### config.mk
export PLATFORM = sky130hd
export DESIGN_NAME = cordic_rot_top
export DESIGN_NICKNAME = d
export VERILOG_FILES = /design/src/rtl/cordic_rot_pkg.sv /design/src/rtl/cordic_rot_ctrl.sv /design/src/rtl/cordic_rot_datapath.sv /design/src/rtl/cordic_rot_top.sv
export SDC_FILE = /design/constraint.sdc
export NUM_CORES = 2
export LEC_CHECK = 0
export BUFFER_PORTS_ARGS = -buffer_cell sky130_fd_sc_hd__clkbuf_2
export CORE_ASPECT_RATIO = 0.6
export CORE_MARGIN = 2
export CORE_UTILIZATION = 40
export CTS_BUF_LIST = sky130_fd_sc_hd__clkbuf_16
export CTS_CLUSTER_SIZE = 25
export DETAILED_ROUTE_END_ITERATION = 8
export PLACE_DENSITY_LB_ADDON = 0.25
export SLEW_MARGIN = 20
export SYNTH_ARGS = -nofsm -noshare
export SYNTH_HDL_FRONTEND = slang
export SYNTH_HIERARCHICAL = 1
export SYNTH_SLANG_ARGS = --single-unit
### constraint.sdc
create_clock -name clk -period 8.46 [get_ports clk]
set_input_delay 0.846 -clock clk [delete_from_list [all_inputs] [get_ports clk]]
set_output_delay 0.846 -clock clk [all_outputs]
set_load 0.01 [all_outputs]
### src/rtl/cordic_rot_pkg.sv
package cordic_rot_pkg;

  localparam real PI_R = 3.14159265358979323846;

  // Strobes from the control pipeline to the datapath
  typedef struct packed {
    logic loadIn;     // capture a new sample into the entry stage
    logic foldIn;     // the sample being captured lies in an outer quadrant
    logic loadOut;    // load the output register
    logic negateOut;  // the sample entering the output register was folded
  } rotStrobes_t;

  // Micro-rotation angle atan(2^-i) expressed in units of pi/2, scaled by 2^fracBits
  function automatic int alphaUnits(input int i, input int fracBits);
    real a;
    a = $atan(2.0 ** (-i)) * (2.0 / PI_R) * (2.0 ** fracBits);
    return $rtoi(a + 0.5);
  endfunction

endpackage

### src/rtl/cordic_rot_ctrl.sv
module cordic_rot_ctrl
  import cordic_rot_pkg::*;
#(
  parameter int LAT  = 16,
  parameter int NSTG = 14
) (
  input  logic              clk,
  input  logic              rstN,
  input  logic              inValid,
  input  logic [1:0]        phaseTop,
  output rotStrobes_t       ctl,
  output logic [NSTG-1:0]   stageEn,
  output logic              outValid
);

  logic [LAT-1:0] vld;
  logic [LAT-2:0] fold;
  logic           foldNow;

  // Outer quadrants: the two top phase bits disagree
  assign foldNow = phaseTop[1] ^ phaseTop[0];

  always_ff @(posedge clk or negedge rstN) begin
    if (!rstN) begin
      vld  <= '0;
      fold <= '0;
    end else begin
      vld  <= {vld[LAT-2:0], inValid};
      fold <= {fold[LAT-3:0], foldNow};
    end
  end

  assign ctl.loadIn    = inValid;
  assign ctl.foldIn    = foldNow;
  assign ctl.loadOut   = vld[LAT-2];
  assign ctl.negateOut = fold[LAT-2];
  assign stageEn       = vld[NSTG-1:0];
  assign outValid      = vld[LAT-1];

  // Occupancy tracker for the sample-conservation checks
  int unsigned inflight;
  always_ff @(posedge clk or negedge rstN) begin
    if (!rstN) inflight <= 0;
    else       inflight <= inflight + int'(inValid) - int'(outValid);
  end

  AST_RESET_QUIET: assert property (@(posedge clk) !rstN |=> !outValid);
  AST_ONE_OUT_PER_IN: assert property (@(posedge clk) disable iff (!rstN)
    outValid |-> inflight != 0);
  AST_INFLIGHT_BOUND: assert property (@(posedge clk) disable iff (!rstN)
    inflight <= LAT);

endmodule

### src/rtl/cordic_rot_datapath.sv
module cordic_rot_datapath
  import cordic_rot_pkg::*;
#(
  parameter int IN_W      = 12,
  parameter int ANG_W     = 16,
  parameter int NITER     = 13,
  parameter int GAIN_COMP = 1,
  parameter int GUARD     = 4,
  parameter int ZG        = 2,
  localparam int IW    = IN_W + 2 + GUARD,
  localparam int ZW    = ANG_W + ZG,
  localparam int OUT_W = IN_W + 2,
  localparam int NSTG  = NITER + GAIN_COMP,
  localparam int FRAC  = ANG_W - 2 + ZG
) (
  input  logic                    clk,
  input  logic                    rstN,
  input  rotStrobes_t             ctl,
  input  logic [NSTG-1:0]         stageEn,
  input  logic signed [IN_W-1:0]  inX,
  input  logic signed [IN_W-1:0]  inY,
  input  logic [ANG_W-1:0]        inPhase,
  output logic signed [OUT_W-1:0] outX,
  output logic signed [OUT_W-1:0] outY,
  output logic signed [ZW-1:0]    outResidual
);

  localparam logic signed [ZW-1:0] ZONE = ZW'(2 ** FRAC);

  logic signed [IW-1:0] x0, y0;
  logic signed [ZW-1:0] z0;

  // Entry stage: widen, add guard bits, fold the angle by half a turn (flip MSB)
  always_ff @(posedge clk) begin
    if (ctl.loadIn) begin
      x0 <= {{2{inX[IN_W-1]}}, inX, {GUARD{1'b0}}};
      y0 <= {{2{inY[IN_W-1]}}, inY, {GUARD{1'b0}}};
      z0 <= {inPhase[ANG_W-1] ^ ctl.foldIn, inPhase[ANG_W-2:0], {ZG{1'b0}}};
    end
  end

  AST_FOLD_RANGE: assert property (@(posedge clk) disable iff (!rstN)
    stageEn[0] |-> (z0 <= ZONE && z0 >= -ZONE));

  for (genvar i = 0; i < NITER; i++) begin : g_iter
    localparam logic signed [ZW-1:0] ALPHA = ZW'(alphaUnits(i, FRAC));
    logic signed [IW-1:0] xPrev, yPrev, xr, yr;
    logic signed [ZW-1:0] zPrev, zr;
    if (i == 0) begin : g_first
      assign xPrev = x0;
      assign yPrev = y0;
      assign zPrev = z0;
    end else begin : g_next
      assign xPrev = g_iter[i-1].xr;
      assign yPrev = g_iter[i-1].yr;
      assign zPrev = g_iter[i-1].zr;
    end
    always_ff @(posedge clk) begin
      if (stageEn[i]) begin
        if (!zPrev[ZW-1]) begin
          xr <= xPrev - (yPrev >>> i);
          yr <= yPrev + (xPrev >>> i);
          zr <= zPrev - ALPHA;
        end else begin
          xr <= xPrev + (yPrev >>> i);
          yr <= yPrev - (xPrev >>> i);
          zr <= zPrev + ALPHA;
        end
      end
    end
  end

  logic signed [IW-1:0] xg, yg;
  logic signed [ZW-1:0] zg;

  function automatic logic signed [IW-1:0] invGain(input logic signed [IW-1:0] v);
    logic signed [IW-1:0] a, b, c, d;
    a = v >>> 1;
    b = a + (a >>> 2);
    c = b - (b >>> 5);
    d = c + (c >>> 8);
    return d - (d >>> 10);
  endfunction

  if (GAIN_COMP != 0) begin : g_gain
    always_ff @(posedge clk) begin
      if (stageEn[NITER]) begin
        xg <= invGain(g_iter[NITER-1].xr);
        yg <= invGain(g_iter[NITER-1].yr);
        zg <= g_iter[NITER-1].zr;
      end
    end
  end else begin : g_nogain
    assign xg = g_iter[NITER-1].xr;
    assign yg = g_iter[NITER-1].yr;
    assign zg = g_iter[NITER-1].zr;
  end

  logic signed [IW-1:0]    xs, ys;
  logic signed [OUT_W-1:0] xt, yt;
  assign xs = xg >>> GUARD;
  assign ys = yg >>> GUARD;
  assign xt = xs[OUT_W-1:0];
  assign yt = ys[OUT_W-1:0];

  // Output stage: undo the fold by negating both coordinates
  always_ff @(posedge clk) begin
    if (ctl.loadOut) begin
      outX        <= ctl.negateOut ? -xt : xt;
      outY        <= ctl.negateOut ? -yt : yt;
      outResidual <= zg;
    end
  end

endmodule

### src/rtl/cordic_rot_top.sv
module cordic_rot_top
  import cordic_rot_pkg::*;
#(
  parameter int IN_W      = 12,
  parameter int ANG_W     = 16,
  parameter int NITER     = 13,
  parameter int GAIN_COMP = 1,
  localparam int GUARD = $clog2(NITER),
  localparam int ZG    = 2,
  localparam int ZW    = ANG_W + ZG,
  localparam int OUT_W = IN_W + 2,
  localparam int NSTG  = NITER + GAIN_COMP,
  localparam int LAT   = NSTG + 2
) (
  input  logic                    clk,
  input  logic                    rstN,
  input  logic                    inValid,
  input  logic signed [IN_W-1:0]  inX,
  input  logic signed [IN_W-1:0]  inY,
  input  logic [ANG_W-1:0]        inPhase,
  output logic                    outValid,
  output logic signed [OUT_W-1:0] outX,
  output logic signed [OUT_W-1:0] outY,
  output logic signed [ZW-1:0]    outResidual
);

  localparam int RES_BOUND = 4 * alphaUnits(NITER - 1, ANG_W - 2 + ZG);

  rotStrobes_t     ctl;
  logic [NSTG-1:0] stageEn;

  cordic_rot_ctrl #(.LAT(LAT), .NSTG(NSTG)) u_ctrl (
    .clk      (clk),
    .rstN     (rstN),
    .inValid  (inValid),
    .phaseTop (inPhase[ANG_W-1:ANG_W-2]),
    .ctl      (ctl),
    .stageEn  (stageEn),
    .outValid (outValid)
  );

  cordic_rot_datapath #(
    .IN_W(IN_W), .ANG_W(ANG_W), .NITER(NITER),
    .GAIN_COMP(GAIN_COMP), .GUARD(GUARD), .ZG(ZG)
  ) u_dp (
    .clk         (clk),
    .rstN        (rstN),
    .ctl         (ctl),
    .stageEn     (stageEn),
    .inX         (inX),
    .inY         (inY),
    .inPhase     (inPhase),
    .outX        (outX),
    .outY        (outY),
    .outResidual (outResidual)
  );

  AST_OUT_RESIDUAL: assert property (@(posedge clk) disable iff (!rstN)
    outValid |-> (outResidual <= ZW'(RES_BOUND) && outResidual >= -ZW'(RES_BOUND)));

endmodule

---- After elaboration in Yosys (flattened, before gate mapping) ----
Index checks and enable logic that the tools add are counted.
storage, ports and cells
  flip-flop bits (word level) ............. 873
  input bits .............................. 43
  output and inout bits ................... 47
  word-level logic and storage cells ...... 180
operators by class
  add/subtract/negate cells ............... 87
  muxes and demuxes ....................... 41
  bitwise gates (word level) .............. 2
operator list
  cell                          count
  2-to-1 mux 18 bit             39
  adder 18 x 10 -> 18 bit       4
  subtractor 18 x 13 -> 18 bit  4
  subtractor 18 x 8 -> 18 bit   4
  adder 17 x 15 -> 18 bit       2
  adder 18 x 11 -> 18 bit       2
  adder 18 x 12 -> 18 bit       2
  adder 18 x 13 -> 18 bit       2
  adder 18 x 14 -> 18 bit       2
  adder 18 x 15 -> 18 bit       2
  adder 18 x 16 -> 18 bit       2
  adder 18 x 17 -> 18 bit       2
  adder 18 x 6 -> 18 bit        2
  adder 18 x 7 -> 18 bit        2
  adder 18 x 8 -> 18 bit        2
  adder 18 x 9 -> 18 bit        2
  subtractor 18 x 10 -> 18 bit  2
  subtractor 18 x 11 -> 18 bit  2
  subtractor 18 x 12 -> 18 bit  2
  subtractor 18 x 14 -> 18 bit  2
  subtractor 18 x 15 -> 18 bit  2
  subtractor 18 x 16 -> 18 bit  2
  subtractor 18 x 17 -> 18 bit  2
  subtractor 18 x 6 -> 18 bit   2
  other kinds (33)              39

---- Longest topological paths before layout ----
  depth after elaboration ................. 4
  depth in mapped cells ................... 42
  mapped depth without buffers ............ 41

---- Cells and area by module ----
The synthesis kept the hierarchy.
by module, submodules not included
  module               times used  cells an instance  area an instance (µm²)  seq. area each (µm²)
  cordic_rot_datapath  1           5,969              60,772.0                23,842.9
  cordic_rot_ctrl      1           35                 807.0                   775.7

---- Worst setup path before layout ----
No wires, ideal clock.
  kind .................................... reg2reg
  start point ............................. register u_dp.g_iter[12].yr[3]
  end point ............................... register u_dp.yg[15], data pin
  library setup time ...................... 0.266 ns
  arrival time ............................ 7.855 ns
  data required time ...................... 8.194 ns
  setup slack ............................. 0.339 ns
  stages on the path, launching flop included .. 42
  buffers on the path ..................... 0
  period minus slack after synthesis ...... 8.121 ns
  path through ............................ edfxtp_1 -> ha_1 -> inv_1 -> fa_1 -> nor2b_4 -> o2111ai_1 -> nand3b_1 -> xor2_1 -> inv_1 -> ha_1 -> nor2b_1 -> o21ai_0 -> a21boi_1 -> or4b_1 -> mux2i_1 -> o31ai_4 -> a211oi_4 -> o21a_1 -> [6 not listed] -> a31o_2 -> a21o_1 -> and2_1 -> o21a_1 -> or2_2 -> xnor2_1 -> inv_1 -> ha_1 -> o21ai_0 -> nand2b_1 -> a21oi_1 -> a21oi_1 -> a21oi_2 -> o211ai_2 -> nand4bb_1 -> and4_1 -> nor3_1 -> xor2_1
between the ends
  cells in the longest elaborated chain, start to end .. 4
RTL lines
  item                          RTL line                   source
  start: declaration            cordic_rot_datapath.sv:47  logic signed [IW-1:0] xPrev, yPrev, xr, yr;
  start signal: assignment      cordic_rot_datapath.sv:62  yr <= yPrev + (xPrev >>> i);
  start signal: assignment      cordic_rot_datapath.sv:66  yr <= yPrev - (xPrev >>> i);
  adder 17 x 15 -> 18 bit       cordic_rot_datapath.sv:79  b = a + (a >>> 2);
  subtractor 18 x 13 -> 18 bit  cordic_rot_datapath.sv:80  c = b - (b >>> 5);
  adder 18 x 10 -> 18 bit       cordic_rot_datapath.sv:81  d = c + (c >>> 8);
  subtractor 18 x 8 -> 18 bit   cordic_rot_datapath.sv:82  return d - (d >>> 10);
  end signal: assignment        cordic_rot_datapath.sv:89  yg <= invGain(g_iter[NITER-1].yr);
  end: declaration              cordic_rot_datapath.sv:73  logic signed [IW-1:0] xg, yg;
Every way passes these cells.
A chain may end at the register's enable or synchronous reset.

---- Final worst setup path ----
Ends and elaborated chain as after synthesis.

==> summary.txt <==
Placed design
  • HPWL after DPL: 110 mm
  • DP Worst Slack: -56.4 ps
  • PortBufs: 88
  • Placer congestion estimate: 0.896
  • Inst Count DP: 8,110

Synthesis
  • Synth Area in XOR/XNOR: 0.121
  • Synth area leaders: edfxtp_1 39%, ha_1 16%, xnor2_1 8.8%
  • Synth top area share: 0.387
  • Syn. warnings: 6
  • Sequential-to-total area share from yosys stat: 0.400
  • Post-Synth Adder-Cell Area: 0.172
  • Compound-Gate Fraction of Synth Area: 0.161
  • Yosys top cell by area: edfxtp_1
  • Seq cells post-synth: 825
  • Mux cell area share after synthesis: 0.00884
  • Netlist cell types: 101
  • Top_reg_cell synth: edfxtp_1
  • Synthesized area: 61,600 um2
  • Async S/R FF share, synth: 0.0376
  • Mean Syn Cell Area: 10.3 um2
  • Total nets after synthesis: 6,867
  • Cells after Synth: 6,004
  • Main combinational cell family by area after synthesis: adder cells
  • Synth Area in Simple Gates: 0.101
  • Post-synth EDFFs: 794

Setup path
  • Worst path max stage delay: 420 ps
  • Largest fanout on the critical path: 6
  • Reg-to-reg startpoint: u_dp/g_iter[12].yr[3]$_DFFE_PP_
  • Startpoint Class: register
  • Data required, critical path: 8890 ps
  • Crit path launch: u_dp/g_iter[12].yr[3]$_DFFE_PP_
  • Cell family with most CP delay: compound AO/OA/AOI/OAI gates
  • Most used cell along the critical path: ha_1
  • Critical Path End Type: register
  • Slowest-stage cell, CP: fa_1
  • WP buf/inv: 5
  • Worst EP arrival: 8500 ps
  • Critical path class: register to register

GRT
  • Vias in the first global route: 41,600
  • Overflow left after global routing: 0
  • First-pass GRT wire length: 223 mm
  • GRT Overall Usage: 0.175
  • Largest net degree at the start of global routing: 55
  • Initial antenna violation count: 6

Die
  • Top Ports: 90
  • Die area: 157,000 um2
  • # rows: 111
  • Initial Utilization: 0.403
  • Die width: 511 um
  • Die Ht: 308 um
  • Core area: 153,000 um2

Clocking
  • Clk slew on worst S/H paths: 70 ps
  • CTS tree: built
  • Clk Latency, worst-skew pair: 690 ps
  • Max H-tree Level: 3
  • Max clock buf depth: 3
  • CTS Buf Count: 85
  • Sink Count: 825
  • CTS Hold Buffers Added: 0
  • Root buffer cell: clkbuf_16

Timing
  • Setup WS post-layout: 383 ps
  • Fin crit period: 8080 ps
  • Fin crit share: 0.955
  • Worst-Margin Slew: 1110 ps
  • Slew HR: 0.254
  • Final Skew: 30.3 ps
  • Hold WS: 204 ps
  • Endpoints failing setup: 0
  • Final Hold Vio Count: 0
  • Final Max Slew Viols: 0
  • Fmax: 124 MHz

Finish
  • Share of layout cells above drive strength 1: 0.0684
  • Layout Nets: 7,030
  • Filler-free cell count of the finished design: 8,268
  • Layout Utilization: 0.444
  • Area growth syn-to-layout: 10.1%

Drt
  • Final ANT Viol Nets: 0
  • WL/cell: 16.9 um
  • Post-route DRC violation count: 0
  • Via/cell ratio: 5.33
  • Drt first pass iters: 6
  • Number of DRC markers in iteration 0: 3,358
  • WL final: 140 mm
  • Vias: 44,100

Flow run
  • Max Cap Viol: 0

Outcome
  • Outcome: finished clean

Min path
  • HP Class: input pin to async pin
## final timing paths
path	end	slack [ps]	cells past startpoint
min in group clk	u_ctrl/fold[8]$_DFF_PN0_	340	0
min	u_ctrl/fold[8]$_DFF_PN0_	200	2
min reg2reg	u_ctrl/fold[8]$_DFF_PN0_	340	0
max reg2reg	u_dp/yg[15]$_DFFE_PP_	380	42
max in group asynchronous	u_ctrl/vld[2]$_DFF_PN0_	7840	2
max	u_dp/yg[15]$_DFFE_PP_	380	42
## cells in the final DEF, fill, tap and decap left out, drive strengths merged, types with 16 or more instances in the layout
cell type / n
a2111oi: 18
a211oi: 37
a21boi: 37
a21o: 145
a21oi: 538
a31oi: 44
and2: 21
and3: 44
buf: 69
clkbuf: 175
clkinv: 37
dfrtp: 31
edfxtp: 794
fa: 43
ha: 777
inv: 509
mux2: 19
mux2i: 33
nand2: 258
nand2b: 58
nand3: 63
nor2: 470
nor2b: 57
nor3: 169
nor3b: 17
nor4: 25
o211ai: 37
o21a: 82
o21ai: 335
o21ba: 18
o21bai: 136
o31ai: 16
o41ai: 23
or3: 54
or4: 16
xnor2: 623
xor2: 221
## layer usage
layer,routed length (um),track usage
met1,76200,0.286
met4,2020,0.0341
met2,53000,0.234
met3,8720,0.0328
met5,0,0
## cell type report
cell class | instances | area, um2
clock buffers | 88 | 2200
flip-flops and latches | 825 | 24600
fillers | 14300 | 85000
well taps | 2034 | 2540
repair buffers | 156 | 963
diodes | 2 | 5.00
clock inverters | 64 | 526
inverters | 494 | 1850
multi-input cells | 4605 | 35000
## logic make-up (layout without fill, tap and decap cells)
group / Yosys count / in the layout
buf+inv: 574 / 802
xor+xnor: 847 / 847
fa+ha+maj: 822 / 822
other cells: 1 / 3
simple gates: 1312 / 1312
flops: 825 / 825
mux: 52 / 52
compound gates: 1571 / 1571
## worst reg2reg max path: cells and delay by family, from the launching register on
family          cells  cell delay (ps)
xor+xnor            4              650
compound gates     16             2680
simple gates       12             2230
flops               1              350
fa+ha+maj           5             1400
buf+inv             5              540
## registers in the layout, indices dropped and copies added (netlist names)
signal             cells
u_dp/zg               17
u_dp/outY             14
u_dp/g_iter.xr       205
u_dp/g_iter.yr       204
u_dp/g_iter.zPrev     33
u_ctrl/vld            16
u_dp/outResidual      17
u_dp/yg               14
u_ctrl/fold           15
u_dp/g_iter.yPrev     30
u_dp/outX             14
u_dp/xg               14
u_dp/g_iter.zr       202
u_dp/g_iter.xPrev     30
## through the flow
step / TNS (ps) / cell area, um2
2_1_floorplan: 0 / 61600
3_3_place_gp: 0 / 64700
3_5_place_dp: -67.8 / 64800
4_1_cts: 0 / 67500
5_1_grt: -164 / 67800
6_report: 0 / 67800
## cell usage after synthesis, drive strengths merged, types with 57 or more instances
cell and n:
a21o 145, a21oi 538, clkbuf 62, edfxtp 794
ha 777, inv 492, nand2 258, nand2b 58
nand3 63, nor2 470, nor2b 57, nor3 169
o21a 82, o21ai 335, o21bai 136, xnor2 623
xor2 221
## repair_timing
| action | 4_1_cts | 5_1_grt |
|---|---|---|
| setup endpoints to repair | 2 | 26 |
| buffers inserted | 0 | 4 |
| pin swaps | 0 | 12 |
| gates resized for setup | 1 | 43 |
Power is left out: the tool's default activity adds up to more than one toggle a clock period on the data nets, which glitch-free logic cannot reach.
